`src/rtl/alu_pkg.sv`:
```
package alu_pkg;
   typedef enum logic [2:0] {
      OP_ADD = 3'd0,
      OP_ADC = 3'd1,
      OP_SUB = 3'd2,
      OP_SBC = 3'd3,
      OP_CMP = 3'd4,
      OP_AND = 3'd5,
      OP_ORR = 3'd6,
      OP_XOR = 3'd7
   } alu_op_e;

   typedef struct packed {
      logic h;
      logic n;
      logic z;
      logic v;
      logic c;
   } cond_t;
endpackage

```
`src/rtl/alu_adder.sv`:
```
module alu_adder #(
   parameter int  W         = 8,
   parameter bit  SPLIT_ADD = 1'b1
) (
   input  logic [W-1:0] x,
   input  logic [W-1:0] y,
   input  logic         cin,
   output logic [W-1:0] sum,
   output logic         cout,
   output logic         chalf,
   output logic         ovf
);
   localparam int H = W / 2;

   logic [W-1:0] msb_in;
   logic         c_msb;

   assign msb_in = {1'b0, x[W-2:0]} + {1'b0, y[W-2:0]} + {{(W-1){1'b0}}, cin};
   assign c_msb  = msb_in[W-1];

   generate
      if (SPLIT_ADD) begin : g_split
         logic [H:0]   lo;
         logic [W-H:0] hi;
         assign lo    = {1'b0, x[H-1:0]} + {1'b0, y[H-1:0]} + {{H{1'b0}}, cin};
         assign hi    = {1'b0, x[W-1:H]} + {1'b0, y[W-1:H]} + {{(W-H){1'b0}}, lo[H]};
         assign sum   = {hi[W-H-1:0], lo[H-1:0]};
         assign cout  = hi[W-H];
         assign chalf = lo[H];
      end else begin : g_wide
         logic [W:0] full;
         logic [H:0] lo;
         assign full  = {1'b0, x} + {1'b0, y} + {{W{1'b0}}, cin};
         assign lo    = {1'b0, x[H-1:0]} + {1'b0, y[H-1:0]} + {{H{1'b0}}, cin};
         assign sum   = full[W-1:0];
         assign cout  = full[W];
         assign chalf = lo[H];
      end
   endgenerate

   assign ovf = c_msb ^ cout;
endmodule

```
`src/rtl/alu_core.sv`:
```
module alu_core
   import alu_pkg::*;
#(
   parameter int W         = 8,
   parameter bit SPLIT_ADD = 1'b1
) (
   input  alu_op_e      op,
   input  logic [W-1:0] x,
   input  logic [W-1:0] y,
   input  cond_t        f_in,
   output logic [W-1:0] res,
   output cond_t        f_out,
   output logic         wr_res
);
   logic         is_sub, is_add, is_logic;
   logic [W-1:0] y_eff, a_sum;
   logic         a_cin, a_cout, a_half, a_ovf;

   assign is_add   = (op == OP_ADD) || (op == OP_ADC);
   assign is_sub   = (op == OP_SUB) || (op == OP_SBC) || (op == OP_CMP);
   assign is_logic = !(is_add || is_sub);
   assign y_eff    = is_sub ? ~y : y;

   always_comb begin
      unique case (op)
         OP_ADC:  a_cin = f_in.c;
         OP_SUB:  a_cin = 1'b1;
         OP_CMP:  a_cin = 1'b1;
         OP_SBC:  a_cin = ~f_in.c;
         default: a_cin = 1'b0;
      endcase
   end

   alu_adder #(.W(W), .SPLIT_ADD(SPLIT_ADD)) u_add (
      .x(x), .y(y_eff), .cin(a_cin),
      .sum(a_sum), .cout(a_cout), .chalf(a_half), .ovf(a_ovf)
   );

   always_comb begin
      unique case (op)
         OP_AND:  res = x & y;
         OP_ORR:  res = x | y;
         OP_XOR:  res = x ^ y;
         default: res = a_sum;
      endcase
   end

   always_comb begin
      f_out.n = res[W-1];
      f_out.z = (res == '0);
      f_out.h = is_add ? a_half : f_in.h;
      f_out.v = is_logic ? 1'b0 : a_ovf;
      f_out.c = is_logic ? f_in.c : (is_sub ? ~a_cout : a_cout);
   end

   assign wr_res = (op != OP_CMP);
endmodule

```
`src/rtl/acc_regfile.sv`:
```
module acc_regfile #(
   parameter int W = 8
) (
   input  logic           clk,
   input  logic           rst_n,
   input  logic           wr_a,
   input  logic           wr_b,
   input  logic [W-1:0]   wdata,
   input  logic           d_wr,
   input  logic [2*W-1:0] d_data,
   output logic [W-1:0]   a_q,
   output logic [W-1:0]   b_q
);
   always_ff @(posedge clk or negedge rst_n) begin
      if (!rst_n) begin
         a_q <= '0;
         b_q <= '0;
      end else if (d_wr) begin
         a_q <= d_data[2*W-1:W];
         b_q <= d_data[W-1:0];
      end else begin
         if (wr_a) a_q <= wdata;
         if (wr_b) b_q <= wdata;
      end
   end
endmodule

```
`src/rtl/acc_alu_unit.sv`:
```
module acc_alu_unit
   import alu_pkg::*;
#(
   parameter int DATA_W    = 8,
   parameter bit SPLIT_ADD = 1'b1
) (
   input  logic                clk,
   input  logic                rst_n,
   input  logic                exec,
   input  logic [2:0]          op_code,
   input  logic                dst_sel,
   input  logic                use_imm,
   input  logic [DATA_W-1:0]   imm_data,
   input  logic                d_wr_en,
   input  logic [2*DATA_W-1:0] d_wr_data,
   output logic [DATA_W-1:0]   alu_result,
   output logic [DATA_W-1:0]   acc_a,
   output logic [DATA_W-1:0]   acc_b,
   output logic [2*DATA_W-1:0] acc_d,
   output logic [4:0]          flags
);
   localparam int DW = 2 * DATA_W;

   generate
      if ((DATA_W < 4) || (DATA_W % 2 != 0)) begin : g_bad_width
         $error("acc_alu_unit: DATA_W must be even and at least 4");
      end
   endgenerate

   alu_op_e            op;
   cond_t              f_q, f_next;
   logic [DATA_W-1:0]  dst_v, src_v;
   logic               do_op, core_wr;

   assign op    = alu_op_e'(op_code);
   assign do_op = exec && !d_wr_en;
   assign dst_v = dst_sel ? acc_b : acc_a;
   assign src_v = use_imm ? imm_data : (dst_sel ? acc_a : acc_b);

   alu_core #(.W(DATA_W), .SPLIT_ADD(SPLIT_ADD)) u_core (
      .op(op), .x(dst_v), .y(src_v), .f_in(f_q),
      .res(alu_result), .f_out(f_next), .wr_res(core_wr)
   );

   acc_regfile #(.W(DATA_W)) u_regs (
      .clk(clk), .rst_n(rst_n),
      .wr_a(do_op && core_wr && !dst_sel),
      .wr_b(do_op && core_wr && dst_sel),
      .wdata(alu_result),
      .d_wr(d_wr_en), .d_data(d_wr_data),
      .a_q(acc_a), .b_q(acc_b)
   );

   always_ff @(posedge clk or negedge rst_n) begin
      if (!rst_n)     f_q <= '0;
      else if (do_op) f_q <= f_next;
   end

   assign flags = f_q;
   assign acc_d = {acc_a, acc_b};

   AST_CMP_NO_WRITE: assert property (@(posedge clk) disable iff (!rst_n)
      (do_op && op == OP_CMP) |=> ($stable(acc_a) && $stable(acc_b)));
   AST_H_ADD_ONLY: assert property (@(posedge clk) disable iff (!rst_n)
      (do_op && op != OP_ADD && op != OP_ADC) |=> $stable(f_q.h));
   AST_LOGIC_FLAGS: assert property (@(posedge clk) disable iff (!rst_n)
      (do_op && (op == OP_AND || op == OP_ORR || op == OP_XOR)) |=> (!f_q.v && $stable(f_q.c)));
   AST_D_LOAD: assert property (@(posedge clk) disable iff (!rst_n)
      d_wr_en |=> (acc_d == $past(d_wr_data) && $stable(f_q)));
   AST_IDLE_HOLD: assert property (@(posedge clk) disable iff (!rst_n)
      (!exec && !d_wr_en) |=> ($stable(acc_a) && $stable(acc_b) && $stable(f_q)));
   AST_Z_N_TRACK: assert property (@(posedge clk) disable iff (!rst_n)
      do_op |=> (f_q.z == ($past(alu_result) == '0) && f_q.n == $past(alu_result[DATA_W-1])));
   AST_WIDE_VIEW: assert property (@(posedge clk) disable iff (!rst_n)
      acc_d[DW-1:DATA_W] == acc_a);
endmodule

```
`config.mk`:
```
export PLATFORM = sky130hd
export DESIGN_NAME = acc_alu_unit
export DESIGN_NICKNAME = d
export VERILOG_FILES = /design/src/rtl/alu_pkg.sv /design/src/rtl/alu_adder.sv /design/src/rtl/alu_core.sv /design/src/rtl/acc_regfile.sv /design/src/rtl/acc_alu_unit.sv
export SDC_FILE = /design/constraint.sdc
export NUM_CORES = 1
export LEC_CHECK = 0
export ABC_AREA = 1
export BUFFER_PORTS_ARGS = -buffer_cell sky130_fd_sc_hd__buf_2
export CAP_MARGIN = 20
export CELL_PAD_IN_SITES_DETAIL_PLACEMENT = 2
export CELL_PAD_IN_SITES_GLOBAL_PLACEMENT = 2
export CORE_MARGIN = 2
export CORE_UTILIZATION = 27
export CTS_CLUSTER_SIZE = 10
export DETAILED_ROUTE_END_ITERATION = 7
export PLACE_DENSITY_LB_ADDON = 0.25
export SLEW_MARGIN = 15
export SYNTH_ARGS = -nofsm -noshare
export SYNTH_HDL_FRONTEND = slang
export SYNTH_SLANG_ARGS = --single-unit
```
`constraint.sdc`:
```
create_clock -name clk -period 4.8 [get_ports clk]
set_input_delay 0.72 -clock clk [delete_from_list [all_inputs] [get_ports clk]]
set_output_delay 0.72 -clock clk [all_outputs]
set_load 0.005 [all_outputs]
```
==> impl_metrics.yaml <==
synthesis:
  yosys_warnings: 0
  synth_xor_area_share_pct: 3.33
  yosys.area.top_type_share_pct: 22.2
  muxShareOfSynthArea_pct: 0
  ys_seq_area_share_pct: 22.2
  syn_area_um2: 2370
  synth-seq-cells: 21
  synthArstFlopShare_pct: 100
  synth-edff-count: 0
  synthesis.nets: 408
  syn_avg_cell_area_um2: 6.81
  synth-compound-area-share_pct: 16.7
  synthMostInstantiatedCell: "nand2_1"
  synthTopCellsByArea: "dfrtp_1 (22%), ha_1 (12%), nand2_1 (11%)"
  synth-adder-area-share_pct: 15.5
  yosys-top-cells-count: "nand2_1 (67), inv_1 (50), a21oi_1 (30), nor2_1 (30)"
  synthDistinctLibCells: 30
  synth_top_flop_cell: "dfrtp_1"
  netlist.top_cell.by_area: "dfrtp_1"
  synth_top_family_by_area: "simple AND/OR/NAND/NOR gates"
  syn_inst: 348
  synth-simple-area-share_pct: 25.2
cts:
  cts_root_buffer: "clkbuf_8"
  clock-sinks: 21
  hold_buffers: 0
  cts-buffers-inserted: 3
  cts-htree-levels: 1
  clock_latency_ns: 0.26
  clk_pin_slew_ns: 0.08
  cts_tree: "built"
  clk_path_buf_depth: 2
drt:
  drcViolationCount: 0
  drt-pass1-iter-count: 4
  routed-via-count: 2523
  vias_per_cell: 4.85
  detail_route.wl_per_cell_um: 17.3
  drtAntennaViolNets: 0
  drt-initial-drc-count: 50
  routed_wirelength_um: 8970
global_route:
  grt_pass1_wl_um: 14600
  grt_max_degree: 22
  track_usage_pct: 19.1
  antenna_found_initial: 0
  overflow: 0
  grt_pass1_vias: 2692
setup_path:
  critPathMaxFanout: 14
  r2r_cells: 16
  startpoint_type: "input pin"
  r2r_setup_slack_ns: 1.25
  r2r-start: "u_regs.a_q[0]$_DFFE_PN0P_"
  setup.worst_path.end_class: "output pin"
  critPathArrivalTime_ns: 3.82
  crit_start: "op_code[2]"
  worstSetupPathType: "in2out"
  reg2reg_to: "flags[0]$_DFFE_PN0P_"
  crit_required_ns: 4.08
floorplan:
  die-area_um2: 9540
  dieWidth_um: 97.7
  boundaryPins: 78
  die_y_um: 97.7
  fp.coreArea_um2: 8640
  rows: 34
  initial_core_util_pct: 27.4
power_and_ir_drop:
  ir_worst_vdd_uv: 109
  total_leakage_power_uw: 0.00157
  p_per_area_nw_per_um2: 356
timing:
  final-max-slew-violation-count: 0
  fmax_ghz: 0.220
  rsz0062_at_grt: "false"
  finalSetupViolCount: 0
  slew_headroom_pct: 59.4
  tightest_slew_ns: 0.603
  finalCritPeriodShare_pct: 94.6
  skew_ns: 0.00475
  hold_violations: 0
  tns_ns: 0
  fin_crit_ns: 4.54
outcome:
  run_status: "completed"
layout:
  design_area_um2: 2830
  fin_nets: 473
  diodes: 0
  layout-drive-gt1-share_pct: 26.7
  synthToLayoutAreaGrowth_pct: 19.4
place:
  place_congestion: 0.872
  placed_area_um2: 2780
  hpwl_um: 7650
  port-buffer-count: 77
run:
  drv_cap: 0
hold_path:
  min_path_type: "in2async"
state kept, by name (all words and copies together), names as in the netlist:
signal,cells
u_regs.a_q,8
u_regs.b_q,8
flags,5
power breakdown:
group	total [µW]	switching [µW]	leakage [µW]	internal, µW
registers	259	41.0	0.000249	218
logic	627	380	0.00130	248
clock network	120	61.2	0.0000228	59.2
cells in the final DEF, fill, tap and decap left out, types with 5 or more instances in the layout:
| cell | n |
|---|---|
| a22oi_1 | 6 |
| inv_1 | 49 |
| xor2_1 | 8 |
| nand2_1 | 66 |
| nand4_1 | 11 |
| buf_2 | 77 |
| inv_2 | 6 |
| a21oi_1 | 30 |
| o21ai_0 | 22 |
| ha_1 | 23 |
| o211ai_1 | 7 |
| nor2_2 | 5 |
| nor2_1 | 28 |
| nand2_2 | 6 |
| nand3_1 | 17 |
| dfrtp_1 | 21 |
| buf_4 | 10 |
final cells by class:
class,instances,area (µm²)
multi-input combinational,243,1450
sequential,21,526
timing repair buffer,87,460
tap,108,135
fill,1121,5810
inverter,57,216
clock buffer,4,45.0
through the flow:
step           instances  setup WS, ns  power, µW  hold WS [ns]  util, %
2_1_floorplan        348         0.547        661         0.424        -
3_3_place_gp         516         0.279        871         0.461     32.2
3_5_place_dp         516         0.116        895         0.471     32.2
4_1_cts              520         0.103       1020         0.437     32.7
5_1_grt              520      0.000547       1120         0.448     32.8
6_report             520         0.260       1010         0.419     32.8
worst max-delay path: stages:
cell	delay (ns)
buf_2	0.19
nand2_2	0.14
nand2_4	0.09
nor2_2	0.16
inv_4	0.05
buf_4	0.18
xor2_1	0.17
ha_1	0.39
a21oi_1	0.09
nor2_1	0.12
nor2_2	0.06
fa_1	0.46
fa_1	0.42
nand2_1	0.09
nand2_1	0.05
nand2_1	0.06
inv_1	0.05
nor2_2	0.12
inv_1	0.07
buf_2	0.13
cells by family after synthesis:
logic type / count (synthesis)
AND/OR/NAND/NOR: 136
AO/OA/AOI/OAI: 71
flip-flops: 21
XOR/XNOR: 9
adder cells (fa/ha/maj): 27
buffers and inverters: 84
repair_timing:
| item | CTS | global route |
|---|---|---|
| endpoints found under the setup margin | 0 | 3 |
| gates resized for setup | 0 | 5 |
| buffers inserted | 0 | 0 |
metal layers:
metal	up-vias	global-route usage (%)	wire, µm
li1	1241	-	-
met1	1228	25.5	4130
met2	48	34.1	4420
met3	6	2.16	304
met4	0	2.24	127
met5	-	0	0
worst max path at each step:
stage,endpoint,depth (start not counted)
after floorplan,alu_result[5],16
after detailed placement,alu_result[6],21
final,alu_result[6],20
after global placement,alu_result[6],21
after global routing,alu_result[6],21
after CTS,alu_result[6],21
No activity file was read; power rests on OpenSTA's default activity.
